### src/rtl/ifb_pkg.sv
package ifb_pkg;
    localparam int HW_BITS  = 16;
    localparam int PFX_BITS = 5;
    localparam logic [PFX_BITS-1:0] PFX_CODE = 5'b11110;

    typedef enum logic {ST_RUN, ST_SKIP_LO} fstate_t;

    function automatic logic is_prefix(input logic [HW_BITS-1:0] hw);
        return hw[HW_BITS-1 -: PFX_BITS] == PFX_CODE;
    endfunction
endpackage

### src/rtl/ifb_queue.sv
module ifb_queue #(
    parameter int HW = 16,
    parameter int SLOTS = 4,
    localparam int CW = $clog2(SLOTS + 1)
) (
    input  logic            clk,
    input  logic            rst_n,
    input  logic            flush,
    input  logic [1:0]      pop_n,
    input  logic            push_en,
    input  logic            push_lo,
    input  logic [2*HW-1:0] push_word,
    output logic [HW-1:0]   head0,
    output logic [HW-1:0]   head1,
    output logic [CW-1:0]   level
);
    logic [HW-1:0] slots_q [SLOTS];
    logic [HW-1:0] slots_d [SLOTS];
    logic [CW-1:0] level_q;
    int            after;
    int            lvl_n;

    always_comb begin
        after = int'(level_q) - int'(pop_n);
        lvl_n = after;
        for (int i = 0; i < SLOTS; i++) begin
            slots_d[i] = '0;
            for (int j = 0; j < SLOTS; j++) begin
                if (j == i + int'(pop_n)) slots_d[i] = slots_q[j];
            end
            if (push_en) begin
                if (push_lo) begin
                    if (i == after)     slots_d[i] = push_word[HW-1:0];
                    if (i == after + 1) slots_d[i] = push_word[2*HW-1:HW];
                end else if (i == after) begin
                    slots_d[i] = push_word[2*HW-1:HW];
                end
            end
        end
        if (push_en) lvl_n = after + (push_lo ? 2 : 1);
        if (flush)   lvl_n = 0;
    end

    always_ff @(posedge clk) begin
        if (!rst_n) begin
            level_q <= '0;
            for (int i = 0; i < SLOTS; i++) slots_q[i] <= '0;
        end else begin
            level_q <= CW'(lvl_n);
            for (int i = 0; i < SLOTS; i++) slots_q[i] <= slots_d[i];
        end
    end

    assign head0 = slots_q[0];
    assign head1 = slots_q[1];
    assign level = level_q;

    assert_no_overflow_R10: assert property (@(posedge clk) disable iff (!rst_n)
        level_q <= CW'(SLOTS));

    assert_pop_within_R5: assert property (@(posedge clk) disable iff (!rst_n)
        {1'b0, pop_n} <= 3'(level_q));
endmodule

### src/rtl/ifb_ctrl.sv
module ifb_ctrl
    import ifb_pkg::*;
#(
    parameter int AW = 16,
    parameter int SLOTS = 4,
    parameter logic [AW-1:0] RESET_PC = '0,
    localparam int CW = $clog2(SLOTS + 1)
) (
    input  logic          clk,
    input  logic          rst_n,
    input  logic          slot_free,
    input  logic [CW-1:0] level,
    input  logic          redirect_valid,
    input  logic [AW-1:1] redirect_hw,
    output logic          mem_req,
    output logic [AW-1:0] mem_addr,
    output logic          push_en,
    output logic          push_lo
);
    fstate_t       state_q, state_d;
    logic [AW-1:0] faddr_q, faddr_d;

    always_comb begin
        state_d = state_q;
        faddr_d = faddr_q;
        if (redirect_valid) begin
            state_d = redirect_hw[1] ? ST_SKIP_LO : ST_RUN;
            faddr_d = {redirect_hw[AW-1:2], 2'b00};
        end else if (mem_req) begin
            unique case (state_q)
                ST_RUN:     state_d = ST_RUN;
                ST_SKIP_LO: state_d = ST_RUN;
                default:    state_d = ST_RUN;
            endcase
            faddr_d = faddr_q + AW'(4);
        end
    end

    always_ff @(posedge clk) begin
        if (!rst_n) begin
            state_q <= RESET_PC[1] ? ST_SKIP_LO : ST_RUN;
            faddr_q <= {RESET_PC[AW-1:2], 2'b00};
        end else begin
            state_q <= state_d;
            faddr_q <= faddr_d;
        end
    end

    always_comb begin
        mem_req  = slot_free && (level <= CW'(SLOTS - 2));
        mem_addr = faddr_q;
        push_en  = mem_req && !redirect_valid;
        unique case (state_q)
            ST_RUN:     push_lo = 1'b1;
            ST_SKIP_LO: push_lo = 1'b0;
            default:    push_lo = 1'b1;
        endcase
    end

    assert_addr_step_R3: assert property (@(posedge clk) disable iff (!rst_n)
        (mem_req && !redirect_valid) |=> (mem_addr == $past(mem_addr) + AW'(4)));
endmodule

### src/rtl/ifb_issue.sv
module ifb_issue
    import ifb_pkg::*;
#(
    parameter int AW = 16,
    parameter int SLOTS = 4,
    parameter logic [AW-1:0] RESET_PC = '0,
    localparam int CW = $clog2(SLOTS + 1)
) (
    input  logic               clk,
    input  logic               rst_n,
    input  logic [HW_BITS-1:0] head0,
    input  logic [HW_BITS-1:0] head1,
    input  logic [CW-1:0]      level,
    input  logic               ins_ready,
    input  logic               redirect_valid,
    input  logic [AW-1:0]      redirect_pc,
    output logic               ins_valid,
    output logic [31:0]        ins_data,
    output logic               ins_long,
    output logic [AW-1:0]      ins_pc,
    output logic [1:0]         pop_n
);
    logic          accept;
    logic [AW-1:0] pc_q;

    always_comb begin
        ins_long  = is_prefix(head0);
        ins_valid = (level >= CW'(1)) && (!ins_long || level >= CW'(2));
        ins_data  = ins_long ? {head0, head1} : {16'h0000, head0};
        accept    = ins_valid && ins_ready && !redirect_valid;
        pop_n     = accept ? (ins_long ? 2'd2 : 2'd1) : 2'd0;
    end

    always_ff @(posedge clk) begin
        if (!rst_n)              pc_q <= RESET_PC;
        else if (redirect_valid) pc_q <= redirect_pc;
        else if (accept)         pc_q <= pc_q + (ins_long ? AW'(4) : AW'(2));
    end

    assign ins_pc = pc_q;

    assert_pc_step_R6: assert property (@(posedge clk) disable iff (!rst_n)
        (ins_valid && ins_ready && !redirect_valid)
        |=> (ins_pc == $past(ins_pc) + ($past(ins_long) ? AW'(4) : AW'(2))));
endmodule

### src/rtl/ifetch_buf.sv
module ifetch_buf #(
    parameter int AW = 16,
    parameter int SLOTS = 4,
    parameter logic [AW-1:0] RESET_PC = '0
) (
    input  logic          clk,
    input  logic          rst_n,
    input  logic          slot_free,
    output logic          mem_req,
    output logic [AW-1:0] mem_addr,
    input  logic [31:0]   mem_rdata,
    input  logic          redirect_valid,
    input  logic [AW-1:0] redirect_pc,
    input  logic          ins_ready,
    output logic          ins_valid,
    output logic [31:0]   ins_data,
    output logic          ins_long,
    output logic [AW-1:0] ins_pc
);
    localparam int CW = $clog2(SLOTS + 1);

    logic [CW-1:0] level;
    logic [15:0]   head0, head1;
    logic [1:0]    pop_n;
    logic          push_en, push_lo;

    ifb_queue #(.HW(16), .SLOTS(SLOTS)) u_queue (
        .clk(clk), .rst_n(rst_n), .flush(redirect_valid), .pop_n(pop_n),
        .push_en(push_en), .push_lo(push_lo), .push_word(mem_rdata),
        .head0(head0), .head1(head1), .level(level)
    );

    ifb_ctrl #(.AW(AW), .SLOTS(SLOTS), .RESET_PC(RESET_PC)) u_ctrl (
        .clk(clk), .rst_n(rst_n), .slot_free(slot_free), .level(level),
        .redirect_valid(redirect_valid), .redirect_hw(redirect_pc[AW-1:1]),
        .mem_req(mem_req), .mem_addr(mem_addr),
        .push_en(push_en), .push_lo(push_lo)
    );

    ifb_issue #(.AW(AW), .SLOTS(SLOTS), .RESET_PC(RESET_PC)) u_issue (
        .clk(clk), .rst_n(rst_n), .head0(head0), .head1(head1), .level(level),
        .ins_ready(ins_ready), .redirect_valid(redirect_valid),
        .redirect_pc(redirect_pc), .ins_valid(ins_valid), .ins_data(ins_data),
        .ins_long(ins_long), .ins_pc(ins_pc), .pop_n(pop_n)
    );

    assert_redirect_empty_R7: assert property (@(posedge clk) disable iff (!rst_n)
        redirect_valid |=> !ins_valid);

    assert_req_needs_slot_R2: assert property (@(posedge clk) disable iff (!rst_n)
        mem_req |-> slot_free);
endmodule

### config.mk
export PLATFORM = sky130hd
export DESIGN_NAME = ifetch_buf
export DESIGN_NICKNAME = d
export VERILOG_FILES = /design/src/rtl/ifb_pkg.sv /design/src/rtl/ifb_queue.sv /design/src/rtl/ifb_ctrl.sv /design/src/rtl/ifb_issue.sv /design/src/rtl/ifetch_buf.sv
export SDC_FILE = /design/constraint.sdc
export NUM_CORES = 1
export LEC_CHECK = 0
export ABC_AREA = 1
export CAP_MARGIN = 20
export CORE_MARGIN = 2
export CORE_UTILIZATION = 51
export CTS_BUF_LIST = sky130_fd_sc_hd__clkbuf_4 sky130_fd_sc_hd__clkbuf_8
export CTS_CLUSTER_SIZE = 30
export DETAILED_ROUTE_END_ITERATION = 16
export HOLD_SLACK_MARGIN = 0.12
export PLACE_DENSITY = 0.8
export SLEW_MARGIN = 20
export SYNTH_ARGS = -nofsm -noshare
export SYNTH_HDL_FRONTEND = slang
export SYNTH_SLANG_ARGS = --single-unit
### constraint.sdc
create_clock -name clk -period 3.05 [get_ports clk]
set_input_delay 0.305 -clock clk [delete_from_list [all_inputs] [get_ports clk]]
set_output_delay 0.305 -clock clk [all_outputs]
set_load 0.05 [all_outputs]
==> metrics.cfg <==
[status]
status=completed

[hold_path]
hold_end=u_queue.slots_q[3][10]
min_path_cells=2
holdCritPathClass=register to register
hold_path.startpoint=u_queue.slots_q[3][10]

[timing]
hold_viol=0
slew_violations=0
finalSetupViolations=0
fin_skew_ns=0.01205
relSlewSlack=0.4729
finalCritPeriodShare=0.9619
worstMarginPinSlew_ns=0.7894
max_freq_mhz=340.9
post-route-min-period_ns=2.934

[clock_tree]
clock_sinks=98
cts-root-buf=clkbuf_8
cts_made_buffers=9
insertion_delay_ns=0.39
clk_path_buf_depth=2
h-tree-depth=3
postCtsHoldBufs=0
cts.clk_slew.worst_paths_ns=0.09
cts_tree=done

[worst_setup_path]
critical_path.startpoint=u_queue.slots_q[0][12]
path_max_fanout=22
reg2reg_slack_ns=0.12
cp-end-kind=register
start_kind=register
timing.rr.end=u_queue.slots_q[1][13]
path_class=register to register
cp_data_arrival_time_ns=3.25
worstPathRequired_ns=3.36
ff2ff_path_depth=15
timing.rr.start=u_queue.slots_q[0][12]

[yosys]
syn_area_per_cell_um2=5.742
synthArstFlopShare=0
synth_seq_cells=98
synth_simple_gate_area_share=0.3981
ys.flop_type=dfxtp_1
syn_inst=1283
synth-edff-count=0
ys_seq_area_frac=0.2663
synth_top_area_frac=0.2663
synth_top_family_by_area=simple AND/OR/NAND/NOR gates
yosysMostFrequentCell=nand2_1
syn_area_um2=7367
synth_compound_area_frac=0.1924
synth_xor_area_frac=0.01308
yosys.area.top_type=dfxtp_1
synth_mux_area_frac=0
yosys_warnings=0
synth_common_cells=nand2_1 (464), nand3_1 (124), a21oi_1 (122), inv_1 (103), dfxtp_1 (98)
synth_cell_types=36
synthTopCellsByArea=dfxtp_1 (27%), nand2_1 (24%), nand3_1 (8.4%), a21oi_1 (8.3%), inv_1 (5.2%)
synth_fa_ha_area_frac=0.01834

[floorplanning]
die_y_um=124.2
dieArea_um2=15420
ios=120
fp.dieW_um=124.2
start_util=0.5267
num_rows=43
coreArea_um2=13990

[power_and_ir_drop]
ir_drop_v=0.0002065
p_per_area_nw_per_um2=380.5
power.leakage_nw=3.739
power_mw=3.454

[detailed_routing]
vias=8636
wl_per_cell_um=15.18
drt_iter0_drc=1034
ant_nets=0
post_drt_via_cell_ratio=5.543
drtPass1Iterations=5
drc=0
routed_wl_mm=23.65

[final_layout]
syn2layout_area_growth_pct=23.23
nFillCells=1318
nNetsFinal=1435
multi_input_area_um2=4651
final_layout_size_suffix_gt1_frac=0.07112
antenna_cells=0
final-seq-area_um2=1963
utilization=0.6490

[grt]
grt_usage=0.3030
grt_max_degree=58
gr-total-overflow=0
grt_pass1_wl_mm=36.64
grt_pass1_vias=7239
grt_antenna_before_repair=0

[place]
place.gp.congestion=0.9343
portBuffers=116
dp_hpwl_mm=16.11

[job]
cap_violations=0

## worst max path at each step
stage                                   endpoint  slack [ns]  cells after the start
final                     u_queue.slots_q[1][13]        0.12                     15
after global routing      u_queue.slots_q[0][14]       -0.04                     16
after CTS                 u_queue.slots_q[1][13]        0.13                     14
after detailed placement   u_queue.slots_q[0][9]       -0.04                     14
after global placement    u_queue.slots_q[3][13]        0.07                     14
after floorplan            u_queue.slots_q[0][6]        0.02                     15
## critical path, stage by stage (launching register included)
cell,delay [ns]
dfxtp_1,0.43
nand2_4,0.12
nor2_4,0.12
nand2_2,0.08
o2111ai_2,0.10
inv_2,0.07
ha_2,0.20
fa_2,0.67
inv_2,0.10
nor3_4,0.22
buf_4,0.16
buf_12,0.16
nand2_1,0.08
a21oi_1,0.13
nand2_1,0.07
a21oi_1,0.14
## cell type report
type | instances | area share
clock buffer | 14 | 0.01916
clock inverter | 2 | 0.003859
inverter | 116 | 0.04851
multi-input combinational | 987 | 0.5123
sequential | 98 | 0.2162
tap | 180 | 0.02481
timing repair buffer | 161 | 0.1752
## stage by stage
stage	cells	worst slack, ns	setup TNS, ns	instance area (um^2)	hold WS [ns]
CTS	1549	0.1319	0	8946	0.4876
floorplan	1285	0.01665	0	7412	0.4399
global placement	1533	0.06888	0	8737	0.4705
finish	1558	0.1163	0	9079	0.4878
detailed placement	1533	-0.03584	-0.03686	8737	0.4740
global route	1558	-0.03610	-0.08394	9079	0.5086
## metal layers
layer / part of all wire / routed length (um) / global-route usage / vias up
li1: - / - / - / 4309
met1: 0.45 / 10730 / 0.4492 / 3848
met2: 0.43 / 10120 / 0.4399 / 447
met3: 0.10 / 2384 / 0.04853 / 32
met4: 0.018 / 415 / 0.1096 / 0
met5: 0 / 0 / 0 / -
## state kept, by name (all words and copies together) (netlist names)
| register | flops |
|---|---|
| u_ctrl.state_q | 1 |
| u_queue.level | 3 |
| u_issue.ins_pc | 16 |
| u_ctrl.mem_addr | 14 |
| u_queue.slots_q | 64 |
## power breakdown
group / switching [mW] / internal, mW
Clock: 0.479 / 0.452
Combinational: 0.709 / 0.386
Sequential: 0.0776 / 1.35
## placed cells by master, fill, tap and decap left out, types with 5 or more instances in the layout
master	synthesis	routed
o21bai_1	32	32
xor2_1	5	5
inv_1	103	101
nor3_1	10	10
dfxtp_1	98	97
a31oi_1	17	17
nand2_1	464	464
buf_12	0	5
o21ai_1	6	7
clkdlybuf4s50_1	0	116
nand3_1	124	124
a21oi_1	122	121
nor2_1	90	86
inv_2	11	13
xnor2_1	6	6
o211ai_1	11	11
buf_4	9	36
ha_1	6	5
clkbuf_8	0	11
o21ai_0	56	55
nand4_1	9	9
## repair_timing
item	CTS	global route
gates resized for setup	0	15
buffers inserted	0	8
endpoints found under the setup margin	0	48
## cells by family (layout without fill, tap and decap cells)
group | after synthesis | in the layout
AND/OR/NAND/NOR | 712 | 712
AO/OA/AOI/OAI | 252 | 252
buffers and inverters | 200 | 293
flip-flops | 98 | 98
XOR/XNOR | 11 | 11
adder cells (fa/ha/maj) | 9 | 9
other | 1 | 3
(Power assumes the default switching activity.)
